--- config.mk ---
export PLATFORM = sky130hd
export DESIGN_NAME = pwm_tickgen
export DESIGN_NICKNAME = d
export VERILOG_FILES = /design/src/rtl/pwm_tickgen_pkg.sv /design/src/rtl/tickgen_prescaler.sv /design/src/rtl/tickgen_cfg.sv /design/src/rtl/tickgen_lindiv.sv /design/src/rtl/pwm_tickgen.sv
export SDC_FILE = /design/constraint.sdc
export NUM_CORES = 1
export LEC_CHECK = 0
export BUFFER_PORTS_ARGS = -buffer_cell sky130_fd_sc_hd__clkbuf_2
export CAP_MARGIN = 10
export CORE_MARGIN = 3
export CORE_UTILIZATION = 64
export DETAILED_ROUTE_END_ITERATION = 12
export PLACE_DENSITY = 0.85
export REMOVE_ABC_BUFFERS = 1
export SETUP_SLACK_MARGIN = 0.5
export SKIP_CTS_REPAIR_TIMING = 1
export SYNTH_ARGS = -nofsm -noshare
export SYNTH_HDL_FRONTEND = slang
export SYNTH_HIERARCHICAL = 1
export SYNTH_SLANG_ARGS = --single-unit
--- constraint.sdc ---
create_clock -name clk -period 5.45 [get_ports clk]
set_input_delay 1.09 -clock clk [delete_from_list [all_inputs] [get_ports clk]]
set_output_delay 1.09 -clock clk [all_outputs]
set_load 0.02 [all_outputs]
--- src/rtl/pwm_tickgen_pkg.sv ---
package pwm_tickgen_pkg;

    // Default geometry of the tick generator
    localparam int DEF_TAP_N = 11;   // prescaler streams: /1 .. /1024
    localparam int DEF_DIV_W = 8;    // linear divide value width
    localparam int DEF_LIN_N = 2;    // number of linear dividers

    // Index of each linear divider on the write port and output vector
    typedef enum logic [0:0] {
        LIN_A = 1'b0,
        LIN_B = 1'b1
    } lin_id_e;

    // Width needed to index n items, never below 1
    function automatic int idx_width(input int n);
        return (n > 1) ? $clog2(n) : 1;
    endfunction

endpackage

--- src/rtl/tickgen_prescaler.sv ---
module tickgen_prescaler #(
    parameter int TAP_N = pwm_tickgen_pkg::DEF_TAP_N
) (
    input  logic             clk,
    input  logic             rst_n,
    input  logic             run_en,
    output logic [TAP_N-1:0] tap_tick
);
    localparam int CNT_W = TAP_N - 1;

    typedef struct packed {
        logic [CNT_W-1:0] cnt;
    } pre_state_t;

    pre_state_t st_d, st_q;

    always_comb begin
        st_d = st_q;
        if (run_en) begin
            st_d.cnt = st_q.cnt + 1'b1;
        end
    end

    always_ff @(posedge clk) begin
        if (!rst_n) begin
            st_q <= '0;
        end else begin
            st_q <= st_d;
        end
    end

    // Stream k fires when the low k bits of the count are all ones
    for (genvar k = 0; k < TAP_N; k++) begin : g_tap
        if (k == 0) begin : g_undiv
            assign tap_tick[k] = run_en;
        end else begin : g_div
            assign tap_tick[k] = run_en & (&st_q.cnt[k-1:0]);
        end
    end

endmodule

--- src/rtl/tickgen_cfg.sv ---
module tickgen_cfg #(
    parameter int LIN_N  = pwm_tickgen_pkg::DEF_LIN_N,
    parameter int SEL_W  = 4,
    parameter int DIV_W  = pwm_tickgen_pkg::DEF_DIV_W,
    parameter int LSEL_W = 1
) (
    input  logic                        clk,
    input  logic                        rst_n,
    input  logic                        wr_en,
    input  logic [LSEL_W-1:0]           wr_sel,
    input  logic [SEL_W-1:0]            wr_src,
    input  logic [DIV_W-1:0]            wr_div,
    output logic [LIN_N-1:0][SEL_W-1:0] src_sel,
    output logic [LIN_N-1:0][DIV_W-1:0] div_val,
    output logic [LIN_N-1:0]            restart
);
    typedef struct packed {
        logic [LIN_N-1:0][SEL_W-1:0] src;
        logic [LIN_N-1:0][DIV_W-1:0] div;
    } cfg_state_t;

    cfg_state_t st_d, st_q;

    always_comb begin
        st_d    = st_q;
        restart = '0;
        for (int i = 0; i < LIN_N; i++) begin
            if (wr_en && (wr_sel == LSEL_W'(i))) begin
                restart[i]    = 1'b1;
                st_d.src[i]   = wr_src;
                st_d.div[i]   = wr_div;
            end
        end
    end

    always_ff @(posedge clk) begin
        if (!rst_n) begin
            st_q <= '0;
        end else begin
            st_q <= st_d;
        end
    end

    assign src_sel = st_q.src;
    assign div_val = st_q.div;

endmodule

--- src/rtl/tickgen_lindiv.sv ---
module tickgen_lindiv #(
    parameter int TAP_N = pwm_tickgen_pkg::DEF_TAP_N,
    parameter int SEL_W = 4,
    parameter int DIV_W = pwm_tickgen_pkg::DEF_DIV_W
) (
    input  logic             clk,
    input  logic             rst_n,
    input  logic             run_en,
    input  logic [TAP_N-1:0] taps,
    input  logic [SEL_W-1:0] src_sel,
    input  logic [DIV_W-1:0] div_val,
    input  logic             restart,
    output logic             tick
);
    typedef struct packed {
        logic [DIV_W-1:0] cnt;
    } div_state_t;

    div_state_t st_d, st_q;

    logic src_tick;
    logic div_on;
    logic at_end;
    logic advance;

    // Selects beyond the last stream never match, so they give no source
    always_comb begin
        src_tick = 1'b0;
        for (int k = 0; k < TAP_N; k++) begin
            if (src_sel == SEL_W'(k)) begin
                src_tick = taps[k];
            end
        end
    end

    assign div_on  = (div_val != '0);
    assign at_end  = (st_q.cnt >= (div_val - 1'b1));
    assign advance = run_en & div_on & src_tick;
    assign tick    = advance & at_end;

    always_comb begin
        st_d = st_q;
        if (restart) begin
            st_d.cnt = '0;
        end else if (advance) begin
            st_d.cnt = at_end ? '0 : (st_q.cnt + 1'b1);
        end
    end

    always_ff @(posedge clk) begin
        if (!rst_n) begin
            st_q <= '0;
        end else begin
            st_q <= st_d;
        end
    end

endmodule

--- src/rtl/pwm_tickgen.sv ---
module pwm_tickgen #(
    parameter int TAP_N = pwm_tickgen_pkg::DEF_TAP_N,
    parameter int DIV_W = pwm_tickgen_pkg::DEF_DIV_W,
    parameter int LIN_N = pwm_tickgen_pkg::DEF_LIN_N,
    parameter int SEL_W  = pwm_tickgen_pkg::idx_width(TAP_N),
    parameter int LSEL_W = pwm_tickgen_pkg::idx_width(LIN_N)
) (
    input  logic              clk,
    input  logic              rst_n,
    input  logic              run_en,
    input  logic              wr_en,
    input  logic [LSEL_W-1:0] wr_sel,
    input  logic [SEL_W-1:0]  wr_src,
    input  logic [DIV_W-1:0]  wr_div,
    output logic [TAP_N-1:0]  tap_tick,
    output logic [LIN_N-1:0]  lin_tick
);
    logic [LIN_N-1:0][SEL_W-1:0] src_sel;
    logic [LIN_N-1:0][DIV_W-1:0] div_val;
    logic [LIN_N-1:0]            restart;

    tickgen_prescaler #(
        .TAP_N (TAP_N)
    ) u_pre (
        .clk      (clk),
        .rst_n    (rst_n),
        .run_en   (run_en),
        .tap_tick (tap_tick)
    );

    tickgen_cfg #(
        .LIN_N  (LIN_N),
        .SEL_W  (SEL_W),
        .DIV_W  (DIV_W),
        .LSEL_W (LSEL_W)
    ) u_cfg (
        .clk     (clk),
        .rst_n   (rst_n),
        .wr_en   (wr_en),
        .wr_sel  (wr_sel),
        .wr_src  (wr_src),
        .wr_div  (wr_div),
        .src_sel (src_sel),
        .div_val (div_val),
        .restart (restart)
    );

    for (genvar g = 0; g < LIN_N; g++) begin : g_lin
        tickgen_lindiv #(
            .TAP_N (TAP_N),
            .SEL_W (SEL_W),
            .DIV_W (DIV_W)
        ) u_div (
            .clk     (clk),
            .rst_n   (rst_n),
            .run_en  (run_en),
            .taps    (tap_tick),
            .src_sel (src_sel[g]),
            .div_val (div_val[g]),
            .restart (restart[g]),
            .tick    (lin_tick[g])
        );
    end

endmodule

==> flow_summary_export.csv, run 1 <==
group,metric,value,unit
cts,cts_htree_levels,2,
synthesis,synth_seq_cells,50,
cells_and_area,finalInstanceArea,3440,sq um
route,wire_per_inst,14.5,um
cells_and_area,diodes,0,
outcome,status,"completed",
timing,hold_ws,0.488,ns
floorplanning,die_w,77.2,um
global_routing,grt_antenna_before_repair,0,
global_routing,grt_pass1_wl,11.5,mm
timing,max_freq,226,MHz
floorplanning,start_util,0.674,
route,drt_iter0_drc,128,
run,cap_violations,0,
timing,finalSetupViolCount,0,
cells_and_area,syn2layout_area_growth,6.09,%
floorplanning,rows,25,
route,vias_per_cell,5.86,
synthesis,seq_area_frac_synth,0.309,
global_routing,grt.total_usage,0.233,
cts,cts.clk_slew.worst_paths,0.09,ns
place,hpwlAfterDp,5.00,mm
power,leakage,0.00142,uW
timing,fin_skew,0.0101,ns
timing,final-hold-violation-count,0,
cts,cts_root_buffer,"clkbuf_8",
route,ant_nets,0,
critical_path,critical_path.max_fanout,19,
route,drc,0,
timing,post-route-period-util,0.811,
global_routing,grt_max_degree,44,
power,p_per_area,213,nW/um^2
global_routing,grt_pass1_vias,2546,
cts,cts_sinks,50,
global_routing,overflow,0,
timing,rsz0062_at_grt,"false",
synthesis,syn_avg_cell_area,8.91,sq um
floorplanning,ios,30,
timing,layout_setup_ws,1.03,ns
cts,cts_tree,"yes",
cts,cts.path.max_buffers,2,
route,vias,2660,
critical_path,endpoint_kind,"output port",
power,peakVddDrop,0.141,mV
synthesis,ys_types,47,
place,placed_area,3360,sq um
floorplanning,die_area,5960,sq um
critical_path,startpoint_type,"primary input",
critical_path,critical_path_class,"in -> out",
route,drt_wl_total,6.58,mm
timing,slew_headroom,0.480,
cts,clock_latency,0.31,ns
critical_path,arrival,3.33,ns
synthesis,ys_warn_count,6,
timing,worst_pin_slew,0.781,ns
timing,slew_viol_final,0,
cells_and_area,nets,430,
place,numPortBuffers,29,
route,dr.pass1.iters,4,
critical_path,cp.required,4.36,ns
power,power,735,uW
timing,layout_min_cycle_time,4.42,ns
floorplanning,dieHeight,77.2,um
cts,cts_made_buffers,5,
cells_and_area,drive_above_1_share,0.150,
hold_path,min_path_type,"reg -> reg",
floorplanning,core,4820,sq um
place,gp_congestion,0.849,
timing,final.setup.tns,0,ns
synthesis,synth_area,3240,sq um
place,post-place-ws,1.05,ns
synthesis,syn_inst,364,
-- path summary, 6_finish.rpt --
kind | endpoint | slack (ns) | depth (start not counted) | startpoint
max | lin_tick[1] | 1.03 | 10 | run_en
min | u_pre/st_q[9]$_SDFFE_PN0P_ | 0.49 | 2 | u_pre/st_q[9]$_SDFFE_PN0P_
max reg2reg | g_lin[0].u_div/st_q[4]$_SDFFE_PP0P_ | 2.72 | 10 | u_pre/st_q[0]$_SDFFE_PN0P_
min reg2reg | u_pre/st_q[9]$_SDFFE_PN0P_ | 0.49 | 2 | u_pre/st_q[9]$_SDFFE_PN0P_
-- stage by stage --
stage	cells	utilization
after floorplan	350	-
after global placement	447	0.697
after detailed placement	447	0.697
after CTS	454	0.715
after global routing	454	0.715
final	454	0.715
-- area by class of cell --
class                   instances  area [sq um]
clock buffers                   5          68.8
repair buffers                 30           153
multi-input cells             282          2050
fillers                       401          1380
well taps                      67          83.8
clock inverters                 2          15.0
flip-flops and latches         50          1000
inverters                      18          67.6
-- report_power, final --
part	switching (uW)	leakage [uW]	internal, uW
logic	72.0	0.000980	56.4
registers	16.1	0.000406	377
clock network	126	0.0000362	87.9
total	214	0.00142	521
-- cells in the mapped netlist, drive strengths merged --
cell type	instances	area [sq um]
dfxtp	50	1000
nand2	49	186
mux2i	35	350
ha	26	325
nor2	20	108
inv	17	63.8
o21ai	17	85.1
a21oi	15	75.1
buf	14	123
xnor2	11	96.3
nor3b	10	75.1
and3	9	56.3
nand3	9	50.1
nor3	9	55.1
a32o	8	90.1
and2	8	52.6
o31ai	6	45.0
nand2b	5	31.3
nand4	5	31.3
a31oi	4	25.0
nand3b	4	30.0
o2bb2ai	4	35.0
nor2b	3	18.8
nor4	3	18.8
or3	3	28.8
xor2	3	26.3
a2111o	2	22.5
a32oi	2	17.5
nand4b	2	17.5
nor4b	2	17.5
o211ai	2	15.0
o31a	2	20.0
o41ai	2	32.5
or4	2	15.0
clkinv	1	3.75
-- registers in the layout, indices dropped and copies added (netlist names) --
| register | count |
|---|---|
| g_lin.u_div/st_q | 16 |
| u_cfg/div_val | 16 |
| u_pre/st_q | 10 |
| u_cfg/src_sel | 8 |
-- logic make-up (layout without fill, tap and decap cells) --
logic type	Yosys count	in the layout	share of synthesized area
adders and majority gates	26	26	0.100
muxes	35	35	0.108
buffers and inverters	32	55	0.0586
and+or+nand+nor	143	143	0.244
DFF	50	50	0.309
xor gates and xnor gates	14	14	0.0378
AOI/OAI and AO/OA	64	64	0.143
-- critical path, cell delays in order --
cell	delay, ns
clkbuf_2	0.33
nand4_1	0.22
nor2_1	0.25
and2_1	0.21
mux2i_1	0.10
a31oi_1	0.19
a32oi_1	0.17
or3_4	0.47
nor2_1	0.12
clkbuf_2	0.17
-- routing by layer --
metal | up-vias | share of wire | track usage
met3 | 9 | 0.023 | 0.0434
met1 | 1254 | 0.45 | 0.279
met4 | 0 | 0.013 | 0.0676
met2 | 27 | 0.51 | 0.418
li1 | 1370 | - | -
met5 | - | 0 | 0
-- cell usage in the layout (no fill, tap or decap), types with 3 or more instances in the layout --
cell	netlist	final
a21oi_1	15	15
a31oi_1	4	4
a32o_2	8	8
and2_1	7	7
and3_1	9	9
clkbuf_2	0	29
clkbuf_8	0	5
dfxtp_1	50	50
ha_1	26	26
inv_1	17	17
mux2i_1	35	35
nand2_1	48	48
nand2b_1	5	5
nand3_1	8	8
nand3b_1	4	4
nand4_1	5	5
nor2_1	18	18
nor2b_1	3	3
nor3_1	7	7
nor3b_1	10	10
nor4_1	3	3
o21ai_0	9	9
o21ai_1	8	8
o2bb2ai_1	4	4
o31ai_1	6	6
xnor2_1	11	11
xor2_1	3	3
Power figures use the tool's default switching activity.
==> run 2: changes to the inputs <==
- CORE_UTILIZATION: 64 -> 60
- PLACE_DENSITY: 0.85 -> 0.8
- clock period: 5.45 -> 4.41 ns (I/O delays scaled with it)
==> run 2 against run 1 <==
Register-to-register slack got worse by 0.94 ns; cell count increased by 1.1%; sequential share of layout area decreased by 0.27 points; first-iteration DRC count decreased by 25%; total power increased by 26%; die area increased by 6.1%; via count increased by 2.0%; clock-buffer cell count increased by 1; critical path depth unchanged; combinational power increased by 26%; setup slack got worse by 0.28 ns; critical path type is now reg -> out; largest cell class unchanged; highest routed layer unchanged.
==> flow_summary_export.csv, run 2 (synthesized netlist as in run 1, its figures left out) <==
group,metric,value,unit
outcome,status,"completed",
critical_path,cp.required,3.53,ns
global_routing,grt.total_usage,0.228,
place,dpl.cell_count,451,
timing,slew_viol_final,0,
critical_path,cpPeakStageDelay,0.47,ns
cells_and_area,diodes,0,
cells_and_area,syn2layout_area_growth,7.10,%
cells_and_area,final_util,0.672,
route,top_layer,"met4",
power,leakage,0.00143,uW
critical_path,endpoint_kind,"output port",
critical_path,critical_path_class,"reg -> out",
critical_path,critical_path.max_fanout,5,
timing,fin_skew,0.00578,ns
route,wl_met3,263,um
cts,cts_made_buffers,5,
floorplanning,start_util,0.627,
floorplanning,dieHeight,79.5,um
place,numPortBuffers,29,
hold_path,min_path_type,"reg -> reg",
critical_path,startpoint_type,"flip-flop",
route,met1_length,3.12,mm
cts,cts_root_buffer,"clkbuf_8",
global_routing,grt_pass1_wl,11.7,mm
global_routing,grt_max_degree,44,
timing,rsz0062_at_grt,"false",
cts,cts_htree_levels,2,
timing,final-hold-violation-count,0,
timing,max_freq,273,MHz
cells_and_area,drive_above_1_share,0.159,
timing,hold_ws,0.477,ns
critical_path,crit_chain,"ha_1 > nand4_1 > nor2_1 > and2_1 > mux2i_1 > a31oi_1 > a32oi_1 > or3_4 > nor2_1 > clkbuf_2",
cts,cts_tree,"yes",
timing,layout_min_cycle_time,3.66,ns
route,met2_length,3.18,mm
timing,slew_headroom,0.457,
power,p_per_area,267,nW/um^2
route,drc,0,
route,vias,2714,
global_routing,overflow,0,
cells_and_area,fill_cells,432,
critical_path,critPathMostFrequentCell,"nor2_1",
cells_and_area,nets,431,
floorplanning,rows,26,
timing,worst_pin_slew,0.815,ns
route,wire_per_inst,14.6,um
place,post-place-ws,0.788,ns
timing,layout_setup_ws,0.754,ns
critical_path,arrival,2.77,ns
floorplanning,die_w,79.5,um
route,dr.pass1.iters,4,
cts,cts.path.max_buffers,2,
timing,post-route-period-util,0.829,
route,vias_per_cell,5.91,
cells_and_area,final_common_cell,"dfxtp_1",
place,gp_congestion,0.841,
timing,final.setup.tns,0,ns
floorplanning,ios,30,
route,ant_nets,0,
global_routing,grt_antenna_before_repair,0,
cts,cts.clk_slew.worst_paths,0.09,ns
cts,clock_latency,0.31,ns
timing,finalSetupViolCount,0,
route,drt_iter0_drc,96,
power,peakVddDrop,0.195,mV
cells_and_area,fin_cells,459,
critical_path,critPathSlowestCell,"or3_4",
floorplanning,die_area,6330,sq um
floorplanning,core,5170,sq um
global_routing,grt_pass1_vias,2569,
place,hpwlAfterDp,4.89,mm
cts,cts_sinks,50,
route,drt_wl_total,6.69,mm
cells_and_area,mostFrequentLayoutCells,"dfxtp_1, nand2_1, mux2i_1",
run,cap_violations,0,
==> run 2: changes by cell type in the layout (fill, tap and decap cells not counted) <==
cell and change:
clkbuf_8 +1, o31ai_1 -2, o31ai_2 +2, clkinv_2 +1, clkinvlp_4 -1, buf_4 +1
==> run 2: layout make-up <==
type | count | area [sq um] | share of cell area
clock inverters | 2 | 12.5 | 0.00360
flip-flops and latches | 50 | 1000 | 0.288
inverters | 18 | 67.6 | 0.0194
multi-input cells | 282 | 2060 | 0.594
well taps | 70 | 87.6 | 0.0252
clock buffers | 6 | 82.6 | 0.0238
repair buffers | 31 | 160 | 0.0461
==> run 2: report_power, final <==
part	total (uW)	internal [uW]	switching, uW
clock	282	126	156
combinational	161	70.5	90.4
sequential	485	466	19.4
total	928	663	265
==> run 2: worst paths after layout <==
check,slack (ns),startpoint,to,cells after the start
hold / removal,0.48,u_pre/st_q[9]$_SDFFE_PN0P_,u_pre/st_q[9]$_SDFFE_PN0P_,2
setup reg to reg,1.78,u_pre/st_q[0]$_SDFFE_PN0P_,g_lin[1].u_div/st_q[4]$_SDFFE_PP0P_,10
hold reg to reg,0.48,u_pre/st_q[9]$_SDFFE_PN0P_,u_pre/st_q[9]$_SDFFE_PN0P_,2
setup / recovery,0.75,u_pre/st_q[0]$_SDFFE_PN0P_,lin_tick[1],10
==> run 2: layer usage <==
| metal | GRT usage | vias to the layer above |
|---|---|---|
| met2 | 0.381 | 54 |
| met3 | 0.0418 | 11 |
| met4 | 0.0842 | 0 |
| li1 | - | 1370 |
| met1 | 0.291 | 1279 |
| met5 | 0 | - |
==> run 2: critical path: cells and delay by family (launching register included) <==
family          cells  cell delay (ns)
simple gates        5             1.23
flops               1             0.42
compound gates      2             0.32
buf+inv             1             0.17
mux                 1             0.08
fa+ha+maj           1             0.25
==> run 2: through the flow <==
stage / power, uW / area, sq um
after global routing: 981 / 3470
after global placement: 647 / 3370
final: 928 / 3470
after floorplan: 607 / 3120
after CTS: 937 / 3460
after detailed placement: 655 / 3370
==> run 3: changes to the inputs <==
- ABC_AREA: not set -> 1
- clock period: 4.41 -> 3.7 ns (I/O delays scaled with it)
==> run 3 against run 2 <==
Total power increased by 48%; wire length grew 22%; clock-buffer cell count did not move; cell count increased by 40%; first-iteration DRC count up 150%; cell area is 17% higher; register-to-register slack got worse by 0.74 ns; non-clock buffer count grew 17; utilization up 5.7 points; critical path depth stayed put; critical path type unchanged; critical endpoint is now lin_tick[0]; highest routed layer unchanged.
==> flow_summary_export.csv, run 3 <==
group,metric,value,unit
place,gp_congestion,0.855,
floorplanning,core,5570,sq um
timing,layout_min_cycle_time,3.15,ns
synthesis,ys_warn_count,6,
cts,cts_root_buffer,"clkbuf_8",
run,cap_violations,0,
place,numPortBuffers,29,
timing,fin_skew,0.00317,ns
route,wire_per_inst,12.7,um
synthesis,synth_area_leaders,"dfxtp_1, nand2_1, nor2_1",
floorplanning,dieHeight,82.2,um
route,drt_iter0_drc,236,
synthesis,synth_seq_cells,50,
critical_path,r2r_end,"g_lin[0].u_div/st_q[6]$_SDFFE_PP0P_",
cts,cts_made_buffers,5,
timing,slew_viol_final,0,
outcome,status,"completed",
floorplanning,die_w,82.2,um
critical_path,arrival,2.41,ns
timing,slew_headroom,0.596,
route,drt_wl_total,8.16,mm
floorplanning,die_area,6760,sq um
route,vias,3429,
floorplanning,start_util,0.625,
synthesis,synth_top_cells_by_count,"nand2_1, nor2_1, inv_1",
route,ant_nets,0,
global_routing,grt_pass1_vias,2854,
hold_path,holdPathEnd,"u_pre/st_q[9]$_SDFFE_PN0P_",
critical_path,startpoint,"u_cfg/div_val[3]$_SDFFE_PN0P_",
timing,final.setup.tns,0,ns
cells_and_area,final_common_cell,"nand2_1",
timing,final-hold-violation-count,0,
cts,cts.clk_slew.worst_paths,0.09,ns
power,leakage,0.00193,uW
route,drc,0,
global_routing,grt_antenna_before_repair,0,
cells_and_area,drive_above_1_share,0.193,
cts,cts.path.max_buffers,2,
timing,max_freq,318,MHz
timing,rsz0062_at_grt,"true",
timing,worst_pin_slew,0.605,ns
synthesis,synth_edf_count,0,
global_routing,overflow,0,
critical_path,worst_r2r_path_depth,13,
global_routing,grt_max_degree,37,
synthesis,synth_async_sr_flop_share,0,
critical_path,critical_path.max_fanout,4,
power,peakVddDrop,0.232,mV
cells_and_area,mostFrequentLayoutCells,"nand2_1, nor2_1, inv_1",
cts,cts_sinks,50,
route,vias_per_cell,5.33,
synthesis,synth_area,3480,sq um
critical_path,endpoint_kind,"output port",
timing,finalSetupViolCount,0,
synthesis,ys_types,30,
synthesis,yosysMostFrequentCell,"nand2_1",
synthesis,synth_top_cell_area_share,0.287,
cells_and_area,syn2layout_area_growth,16.6,%
route,dr.pass1.iters,6,
floorplanning,rows,27,
critical_path,cp.required,2.96,ns
critical_path,r2r_setup_slack,1.04,ns
critical_path,regToRegStartpoint,"u_cfg/div_val[3]$_SDFFE_PN0P_",
hold_path,min_path_type,"reg -> reg",
critical_path,critical_path_class,"reg -> out",
critical_path,startpoint_type,"flip-flop",
cts,cts_htree_levels,2,
floorplanning,ios,30,
hold_path,min_from,"u_pre/st_q[9]$_SDFFE_PN0P_",
cts,clock_latency,0.30,ns
cells_and_area,nets,613,
synthesis,seq_area_frac_synth,0.287,
global_routing,grt_pass1_wl,12.8,mm
synthesis,syn_avg_cell_area,6.64,sq um
place,hpwlAfterDp,5.68,mm
power,p_per_area,337,nW/um^2
global_routing,grt.total_usage,0.239,
synthesis,yosys.area.top_type,"dfxtp_1",
timing,layout_setup_ws,0.552,ns
cts,cts_tree,"yes",
synthesis,syn_inst,525,
cells_and_area,diodes,0,
timing,post-route-period-util,0.851,
place,post-place-ws,0.480,ns
hold_path,hold_depth,2,
synthesis,synth_ff_type,"dfxtp_1",
## run 3: cell types whose count changed after synthesis, moves of 13 or more
| cell | before | now |
|---|---|---|
| inv_1 | 17 | 74 |
| nand2_1 | 48 | 100 |
| mux2i_1 | 35 | 0 |
| o21ai_0 | 9 | 22 |
| nand3_1 | 8 | 51 |
| nor2_1 | 18 | 92 |
## run 3: worst max-delay path, cell delays in order (launching register included)
cell and delay [ns]:
dfxtp_1 0.35, nor2_2 0.18, nand4_1 0.15, nor3_2 0.16, xnor2_1 0.13, ha_1 0.32
nand2_1 0.09, nor2_2 0.16, nand4_1 0.22, a31oi_4 0.21, buf_6 0.14
## run 3: power breakdown
group,internal (uW),leakage [uW],switching [uW]
registers,562,0.000410,32.2
logic,125,0.00144,182
clock network,288,0.0000714,182
total,975,0.00193,395
## run 3: worst max path at each step
stage / end / slack, ns / cells past startpoint
final: lin_tick[0] / 0.55 / 10
after global routing: lin_tick[1] / 0.39 / 15
after detailed placement: lin_tick[0] / 0.48 / 14
after global placement: lin_tick[0] / 0.55 / 14
after floorplan: lin_tick[0] / 0.79 / 11
after CTS: lin_tick[0] / 0.34 / 15
## run 3: routing by layer
layer,global-route usage,vias to the layer above,wire length (um)
li1,-,1755,-
met1,0.326,1550,3880
met2,0.364,111,3630
met3,0.0521,13,520
met4,0.0914,0,129
met5,0.0333,-,0
## run 3: logic make-up (layout without fill, tap and decap cells)
group	count (synthesis)	count (layout)	synth area share
AO/OA/AOI/OAI	52	52	0.0790
flip-flops	50	50	0.287
XOR/XNOR	22	22	0.0553
buffers and inverters	88	134	0.103
AND/OR/NAND/NOR	287	287	0.382
adder cells (fa/ha/maj)	26	26	0.0934
## run 3: final cells by class
cell class              instances  area, sq um
fillers                       442         1510
repair buffers                 48          303
well taps                      72         90.1
clock inverters                 2         60.1
clock buffers                   6         82.6
flip-flops and latches         50         1010
inverters                      78          293
multi-input cells             387         2230
## run 3: per-stage QoR
stage,total power [uW],instances,util,instance area [sq um],hold WS (ns)
after detailed placement,865,616,0.655,3650,0.474
after global routing,1450,643,0.729,4060,0.530
final,1370,643,0.729,4060,0.498
after CTS,1340,624,0.681,3800,0.497
after floorplan,793,515,-,3420,0.437
after global placement,854,616,0.655,3650,0.456
